## config.mk

```make
export PLATFORM = sky130hd
export DESIGN_NAME = srate_mode_det
export DESIGN_NICKNAME = d
export VERILOG_FILES = /design/src/rtl/srate_mode_det.sv
export SDC_FILE = /design/constraint.sdc
export NUM_CORES = 1
export LEC_CHECK = 0
export ABC_AREA = 1
export CORE_MARGIN = 4
export CORE_UTILIZATION = 45
export CTS_CLUSTER_SIZE = 30
export DETAILED_ROUTE_END_ITERATION = 7
export PLACE_DENSITY = 0.74
export REMOVE_ABC_BUFFERS = 1
export SYNTH_ARGS = -nofsm -noshare
export SYNTH_HDL_FRONTEND = slang
export SYNTH_SLANG_ARGS = --single-unit
```

## constraint.sdc

```tcl
create_clock -name ref_clk -period 3.1 [get_ports ref_clk]
set_input_delay 0.62 -clock ref_clk [delete_from_list [all_inputs] [get_ports ref_clk]]
set_output_delay 0.62 -clock ref_clk [all_outputs]
set_load 0.005 [all_outputs]
```

## src/rtl/srate_mode_det.sv

```systemverilog
`timescale 1ns/1ps
module srate_mode_det #(
  parameter int REF_HZ  = 100_000_000,
  parameter int S_LO_HZ = 4000,
  parameter int S_HI_HZ = 54000,
  parameter int D_LO_HZ = 84000,
  parameter int D_HI_HZ = 108000,
  parameter int Q_LO_HZ = 170000,
  parameter int Q_HI_HZ = 216000,
  parameter int MCW     = 11
) (
  input  logic       ref_clk,
  input  logic       rst_n,
  input  logic       mclk,
  input  logic       lrck,
  output logic [1:0] rate_mode,
  output logic       rate_valid,
  output logic       rate_unsup,
  output logic [2:0] ratio_code,
  output logic       ratio_bad
);
  localparam int Q_MIN = (REF_HZ + Q_HI_HZ - 1) / Q_HI_HZ;
  localparam int Q_MAX = REF_HZ / Q_LO_HZ;
  localparam int D_MIN = (REF_HZ + D_HI_HZ - 1) / D_HI_HZ;
  localparam int D_MAX = REF_HZ / D_LO_HZ;
  localparam int S_MIN = (REF_HZ + S_HI_HZ - 1) / S_HI_HZ;
  localparam int S_MAX = REF_HZ / S_LO_HZ;
  localparam int TMO   = S_MAX + 1;
  localparam int PW    = $clog2(TMO + 1);
  localparam logic [7:0] OK_S = 8'b0111_1100;
  localparam logic [7:0] OK_D = 8'b0001_1111;
  localparam logic [7:0] OK_Q = 8'b0000_0111;

  logic [2:0]     lr_q, mc_q;
  logic [PW-1:0]  per;
  logic [MCW-1:0] mcn;
  logic [1:0]     band;
  logic [2:0]     rcode;
  logic [7:0]     okmask;
  logic [5:0]     cls, last;

  wire lr_rise = lr_q[1] & ~lr_q[2];
  wire mc_rise = mc_q[1] & ~mc_q[2];
  wire tmo     = (per == PW'(TMO));
  wire in_q    = (per >= PW'(Q_MIN)) && (per <= PW'(Q_MAX));
  wire in_d    = (per >= PW'(D_MIN)) && (per <= PW'(D_MAX));
  wire in_s    = (per >= PW'(S_MIN)) && (per <= PW'(S_MAX));

  assign band = in_q ? 2'd3 : in_d ? 2'd2 : in_s ? 2'd1 : 2'd0;

  always_comb begin
    case (mcn)
      MCW'(128):  rcode = 3'd0;
      MCW'(192):  rcode = 3'd1;
      MCW'(256):  rcode = 3'd2;
      MCW'(384):  rcode = 3'd3;
      MCW'(512):  rcode = 3'd4;
      MCW'(768):  rcode = 3'd5;
      MCW'(1024): rcode = 3'd6;
      default:    rcode = 3'd7;
    endcase
    case (band)
      2'd1:    okmask = OK_S;
      2'd2:    okmask = OK_D;
      2'd3:    okmask = OK_Q;
      default: okmask = 8'h00;
    endcase
  end

  assign cls = {band, rcode, ~okmask[rcode]};

  always_ff @(posedge ref_clk or negedge rst_n) begin
    if (!rst_n) begin
      lr_q <= '0;
      mc_q <= '0;
    end else begin
      lr_q <= {lr_q[1:0], lrck};
      mc_q <= {mc_q[1:0], mclk};
    end
  end

  always_ff @(posedge ref_clk or negedge rst_n) begin
    if (!rst_n) begin
      per        <= '0;
      mcn        <= '0;
      last       <= '0;
      rate_mode  <= '0;
      rate_valid <= 1'b0;
      rate_unsup <= 1'b0;
      ratio_code <= '0;
      ratio_bad  <= 1'b0;
    end else if (lr_rise) begin
      per  <= PW'(1);
      mcn  <= MCW'(mc_rise);
      last <= cls;
      if (cls == last) begin
        rate_mode  <= cls[5:4];
        ratio_code <= cls[3:1];
        ratio_bad  <= cls[0];
        rate_valid <= (cls[5:4] != 2'd0);
        rate_unsup <= (cls[5:4] == 2'd0);
      end else begin
        rate_valid <= 1'b0;
        rate_unsup <= 1'b0;
      end
    end else begin
      if (!tmo) per <= per + PW'(1);
      if (mc_rise && mcn != '1) mcn <= mcn + MCW'(1);
      if (tmo) begin
        rate_valid <= 1'b0;
        rate_unsup <= 1'b1;
        rate_mode  <= 2'd0;
      end
    end
  end

  a_r5_valid_excludes_unsup: assert property (@(posedge ref_clk) disable iff (!rst_n)
    rate_valid |-> (!rate_unsup && rate_mode != 2'd0));

  a_r7_quad_legal_ratio: assert property (@(posedge ref_clk) disable iff (!rst_n)
    (rate_valid && rate_mode == 2'd3 && !ratio_bad) |-> (ratio_code <= 3'd2));

  a_r8_hold_between_frames: assert property (@(posedge ref_clk) disable iff (!rst_n)
    (!lr_rise && !tmo) |=> ($stable(rate_mode) && $stable(ratio_code) && $stable(ratio_bad)
                            && $stable(rate_valid) && $stable(rate_unsup)));

  a_r9_timeout_flags: assert property (@(posedge ref_clk) disable iff (!rst_n)
    (tmo && !lr_rise) |=> (!rate_valid && rate_unsup && rate_mode == 2'd0));
endmodule

```

==> results of run 1 <==
==> report_power, final <==
part | internal (W) | leakage, nW | switching, W | total (W)
Clock | 0.000180 | 0.0482 | 0.000199 | 0.000379
Combinational | 0.000134 | 0.993 | 0.000196 | 0.000330
Sequential | 0.000670 | 0.600 | 0.0000625 | 0.000733
Total | 0.000984 | 1.64 | 0.000458 | 0.00144
==> kinds of logic after synthesis <==
logic type | count (synthesis) | share of synthesized area (%)
AO/OA/AOI/OAI | 56 | 9.836
buffers and inverters | 75 | 9.590
adder cells (fa/ha/maj) | 7 | 2.869
AND/OR/NAND/NOR | 247 | 40.00
flip-flops | 46 | 37.70
==> layout make-up <==
| class | instances | area [um2] |
|---|---|---|
| Clock buffer | 7 | 86.33 |
| Clock inverter | 1 | 5.005 |
| Fill cell | 639 | 3122 |
| Inverter | 69 | 261.5 |
| Multi-Input combinational cell | 310 | 1609 |
| Sequential cell | 46 | 1151 |
| Tap cell | 77 | 96.34 |
| Timing Repair Buffer | 14 | 127.6 |
==> state kept, by name, summed over array words and instances, names as in the netlist <==
name,flops
rate_unsup,1
lr_q,3
per,15
ratio_bad,1
mcn,11
mc_q,3
rate_mode,2
rate_valid,1
last,6
ratio_code,3
==> layout by cell type, fill, tap and decap left out, types with 2 or more instances in the layout <==
| cell type | instances |
|---|---|
| o21ai_1 | 3 |
| a21oi_1 | 16 |
| nand3_4 | 5 |
| nand2_1 | 101 |
| nor3_1 | 10 |
| nand3_2 | 5 |
| ha_1 | 7 |
| nand3_1 | 37 |
| nor2_4 | 2 |
| nand4_1 | 6 |
| clkdlybuf4s50_1 | 10 |
| inv_1 | 54 |
| nor2_2 | 10 |
| nand2_2 | 12 |
| inv_2 | 14 |
| nor3_2 | 2 |
| nor2_1 | 52 |
| nand2_4 | 2 |
| clkbuf_8 | 6 |
| dfrtp_1 | 46 |
| buf_4 | 3 |
| o21ai_0 | 30 |
| o21ai_2 | 2 |
==> worst paths after layout <==
check / to / slack [ns] / depth (start not counted)
setup / recovery: ratio_code[0] / 0.58 / 17
hold / removal: lr_q[1] / 0.35 / 0
setup reg to reg: ratio_code[0] / 0.58 / 17
hold reg to reg: lr_q[1] / 0.35 / 0
max in group asynchronous: per[0] / 2.31 / 2
min in group asynchronous: per[9] / 0.40 / 2
==> metal layers <==
metal	share of wire (%)	global-route usage (%)	wire length [um]	up-vias
met5	0	0	0	-
met4	1.3	5.485	86	0
met3	4.0	2.833	264	7
met2	47	27.38	3085	57
met1	47	22.73	3085	1285
li1	-	-	-	1399
==> through the flow <==
| stage | cells | hold slack, ns | area [um2] |
|---|---|---|---|
| final | 524 | 0.3512 | 3337 |
| after CTS | 524 | 0.3560 | 3337 |
| after floorplan | 425 | 0.3244 | 3022 |
| after detailed placement | 516 | 0.3379 | 3246 |
| after global routing | 524 | 0.3642 | 3337 |
| after global placement | 516 | 0.3351 | 3246 |
==> worst reg2reg max path: cells and delay by family, from the launching register on <==
kind | cells | cell delay (ns)
buffers and inverters | 2 | 0.10
and+or+nand+nor | 10 | 0.96
AOI/OAI and AO/OA | 4 | 0.62
adders and majority gates | 1 | 0.29
DFF | 1 | 0.45
==> results.json, run 1 <==
{
  "cp_top_family": "simple AND/OR/NAND/NOR gates",
  "drv_slew": 0,
  "final_util_pct": 51.67,
  "vias_per_cell": 5.244,
  "ios": 12,
  "rsz0062_at_grt": "false",
  "cts_max_level": 2,
  "overflow": 0,
  "slowest_stage": "dfrtp_1",
  "wirelength_um": 6522,
  "power_leakage_nw": 1.641,
  "synth_area_leaders": "dfrtp_1 38%, nand2_1 12%, inv_1 6.6%, nor2_1 6.4%, nand3_1 6.1%",
  "synth_seq_cells": 46,
  "setup_ws_ns": 0.5780,
  "grt_max_degree": 47,
  "fmax_mhz": 396.5,
  "ys_types": 32,
  "yosysSeqAreaShare_pct": 37.70,
  "crit_buf_inv": 2,
  "period_share_pct": 81.36,
  "clk_pin_slew_ns": 0.09,
  "synth_edf_count": 0,
  "final.setup.tns_ns": 0,
  "drv_cap": 0,
  "p_total_w": 0.001442,
  "dieArea_um2": 8166,
  "status": "finished, final reports clean",
  "relSlewSlack_pct": 45.18,
  "hold_buffers": 0,
  "nNetsFinal": 457,
  "wl_per_cell_um": 12.45,
  "cpMostUsedCell": "nand2_1",
  "yosys.area.top_type_share_pct": 37.70,
  "die_y_um": 90.37,
  "worstPathArrival_ns": 2.72,
  "cts_resized": 0,
  "diodes": 0,
  "start_util_pct": 47.27,
  "layout_min_cycle_time_ns": 2.522,
  "cpPeakStageDelay_ns": 0.45,
  "tightestPinTransition_ns": 0.8213,
  "syn_to_final_growth_pct": 9.303,
  "crit_required_ns": 3.30,
  "clock_sinks": 46,
  "crit_start": "per[4]",
  "cts_setup_buffers": 0,
  "grt_pass1_vias": 2555,
  "dr.pass1.iters": 4,
  "p_per_area_nw_per_um2": 432.2,
  "worst_clock_skew_ns": 0.01287,
  "preCtsSetupSlack_ns": 0.6079,
  "detail-route-antenna-nets": 0,
  "hold_viol": 0,
  "avgSynthCellArea_um2": 7.083,
  "num_rows": 29,
  "crit_path_cell_trace": "nand2_1 > o21ai_0 > nand3_1 > a21oi_1 > o21ai_0 > nand2_1 > inv_1 > ha_1 > inv_1 > nand2_1 > nand3_1 > nand3_2 > nand2_2 > nand2_2 > nand3_4 > nand2_1 > o21ai_1",
  "synthFlopType": "dfrtp_1",
  "antenna_found_initial": 0,
  "tritoncts": "done",
  "ir_worst_vdd_uv": 223.2,
  "clkLatencyLatePin_ns": 0.30,
  "die_w_um": 90.37,
  "vias": 2748,
  "cp_max_fo": 10,
  "synthCells": 431,
  "core_area_um2": 6459,
  "setup_violations": 0,
  "r2r_start": "per[4]",
  "grt_usage_pct": 16.82,
  "yosysMostFrequentCell": "nand2_1",
  "crit_path_start_kind": "flip-flop",
  "grt_pass1_wl_um": 11480,
  "drive_above_1_share_pct": 14.99,
  "synth.cell_area_um2": 3053,
  "yosys.area.top_type": "dfrtp_1",
  "ys_async_sr_fraction_pct": 100.0,
  "dr.first_iter.drc_count": 179,
  "dp_hpwl_um": 5015,
  "portBuffers": 11,
  "timing_worst_setup_path_type": "flip-flop to flip-flop",
  "cts_buffers": 5,
  "critPathCaptureType": "flip-flop",
  "worstHoldPathType": "flip-flop to flip-flop",
  "hold_start": "lr_q[0]",
  "gp_congestion": 0.9387,
  "synth_common_cells": "101 x nand2_1, 54 x inv_1, 52 x nor2_1, 46 x dfrtp_1, 37 x nand3_1",
  "drc": 0,
  "root_buffer": "clkbuf_8",
  "ctsLongestPathBuffers": 2,
  "yosysWarnings": 0
}
No activity file was read; power rests on OpenSTA's default activity.
==> inputs of run 2 (changes only) <==
clock period = 2.5 ns   (was 3.1 ns; I/O delays follow)
==> run 2 against run 1 <==
Net effect:
- clock-buffer cell count decreased by 1
- via count up 2.5%
- cell count up 2.5%
- first-iteration DRC count shrank 22%
- sequential share of layout area decreased by 2.4 points
- wire length is 6.1% higher
- power up 34%
- setup slack worse by 0.44 ns
- combinational power is 55% higher
- register-to-register slack got worse by 0.44 ns
- critical endpoint is now ratio_code[2]
- core utilization is 4.5 points higher
==> results.json, run 2 (same netlist as run 1, synthesis figures left out) <==
{
  "status": "finished, final reports clean",
  "grt_pass1_vias": 2562,
  "nNetsFinal": 470,
  "overflow": 0,
  "worstHoldPathType": "input pin to asynchronous set/reset pin",
  "root_buffer": "clkbuf_8",
  "critPathCaptureType": "flip-flop",
  "num_rows": 29,
  "hold_viol": 0,
  "r2r_start": "per[5]",
  "drv_slew": 0,
  "top_register": "per",
  "hold_buffers": 0,
  "wirelength_um": 6918,
  "relSlewSlack_pct": 60.60,
  "tightestPinTransition_ns": 0.5910,
  "clock_sinks": 46,
  "p_per_area_nw_per_um2": 531.4,
  "crit_required_ns": 2.70,
  "gp_congestion": 0.9467,
  "met1_usage_pct": 22.39,
  "fin_hold_ws_ns": 0.2806,
  "largest_reg_flops": 15,
  "drc": 0,
  "start_util_pct": 47.27,
  "clkLatencyLatePin_ns": 0.30,
  "ff2ff_setup_slack_ns": 0.14,
  "antenna_found_initial": 0,
  "crit_start": "per[5]",
  "reg2reg_depth": 18,
  "grt_max_degree": 47,
  "grt_pass1_wl_um": 11510,
  "fmax_mhz": 423.4,
  "detail-route-antenna-nets": 0,
  "layout_min_cycle_time_ns": 2.362,
  "reg2reg_to": "ratio_code[2]",
  "slowest_stage": "dfrtp_1",
  "portBuffers": 11,
  "vias_per_cell": 5.246,
  "top_regs": "per: 15 flops, mcn: 11 flops, last: 6 flops",
  "worst_clock_skew_ns": 0.01077,
  "dieArea_um2": 8166,
  "drv_cap": 0,
  "crit_path_start_kind": "flip-flop",
  "drive_above_1_share_pct": 26.30,
  "timing_worst_setup_path_type": "flip-flop to flip-flop",
  "dr.pass1.iters": 4,
  "worstPathArrival_ns": 2.56,
  "crit_path_cell_trace": "buf_4 > nor2_1 > o21ai_1 > nand3_1 > a21oi_1 > o21ai_0 > nand2_2 > inv_2 > ha_4 > inv_1 > nand2_1 > nand3_2 > nand3_4 > nand2_4 > nand2_4 > nand3_4 > nand2_1 > o21ai_1",
  "met2_usage_pct": 27.44,
  "use_met3_pct": 2.750,
  "ctsLongestPathBuffers": 2,
  "fillers": 602,
  "p_total_w": 0.001928,
  "dr.first_iter.drc_count": 139,
  "tritoncts": "done",
  "cpPeakStageDelay_ns": 0.43,
  "die_y_um": 90.37,
  "wl_per_cell_um": 12.88,
  "cts_buffers": 5,
  "clk_pin_slew_ns": 0.09,
  "die_w_um": 90.37,
  "core_area_um2": 6459,
  "ios": 12,
  "cts_max_level": 2,
  "grt_usage_pct": 16.86,
  "most-common-layout-cells": "92 x nand2_1, 47 x inv_1, 45 x nor2_1",
  "final.setup.tns_ns": 0,
  "syn_to_final_growth_pct": 18.81,
  "layout.cells.most_common": "nand2_1",
  "setup_violations": 0,
  "diodes": 0,
  "power_leakage_nw": 1.703,
  "cp_max_fo": 5,
  "vias": 2817,
  "ir_worst_vdd_uv": 253.1,
  "dp_hpwl_um": 5161,
  "period_share_pct": 94.46,
  "top_usage_layer": "met2"
}
==> run 2: cell count changes in the layout (fill, tap and decap cells not counted), sizes merged <==
cell / delta
buf: +12
clkinvlp: +1
clkbuf: -1
nand3: +1
==> run 2: how the worst max path moves through the flow <==
stage	endpoint	slack, ns	depth (start not counted)
finish	ratio_code[2]	0.14	18
CTS	rate_mode[0]	0.0005	18
detailed placement	rate_mode[0]	-0.04	18
global placement	ratio_code[2]	0.08	18
floorplan	ratio_code[2]	0.31	19
global route	ratio_code[2]	-0.06	18
==> run 2: power by group <==
part / total, W / internal [W] / switching, W
Sequential: 0.000932 / 0.000836 / 0.0000957
Clock: 0.000485 / 0.000223 / 0.000262
Combinational: 0.000511 / 0.000228 / 0.000283
==> run 2: critical path, delay by kind of cell (launching register included) <==
family	cells	cell delay (ns)
AO/OA/AOI/OAI	4	0.44
adder cells (fa/ha/maj)	1	0.26
buffers and inverters	3	0.25
flip-flops	1	0.43
AND/OR/NAND/NOR	10	0.86
==> run 2: what timing repair did <==
action / in CTS / in global routing
pin swaps: 0 / 12
setup endpoints to repair: 7 / 9
cloned: 0 / 1
setup buffers: 0 / 8
resized for setup: 2 / 59
==> run 2: cell type report <==
class	count	area, um2	share of cell area [%]
clock buffers	6	82.58	2.277
clock inverters	2	12.51	0.3449
inverters	69	269.0	7.416
multi-input cells	311	1784	49.19
flip-flops and latches	46	1165	32.11
well taps	77	96.34	2.656
repair buffers	26	217.7	6.002
==> run 2: per-stage QoR <==
| stage | util [%] | setup slack, ns | instances | cell area (um2) |
|---|---|---|---|---|
| CTS | 52.23 | 0.0005089 | 528 | 3373 |
| finish | 56.16 | 0.1384 | 537 | 3627 |
| floorplan | - | 0.3055 | 425 | 3022 |
| detailed placement | 50.72 | -0.03574 | 520 | 3276 |
| global route | 56.16 | -0.06052 | 537 | 3627 |
| global placement | 50.72 | 0.07787 | 520 | 3276 |
==> run 2: layer usage <==
layer / part of all wire, % / wire length [um]
met5: 0 / 0
met4: 2.2 / 151
met1: 47 / 3251
met2: 48 / 3301
met3: 3.1 / 214
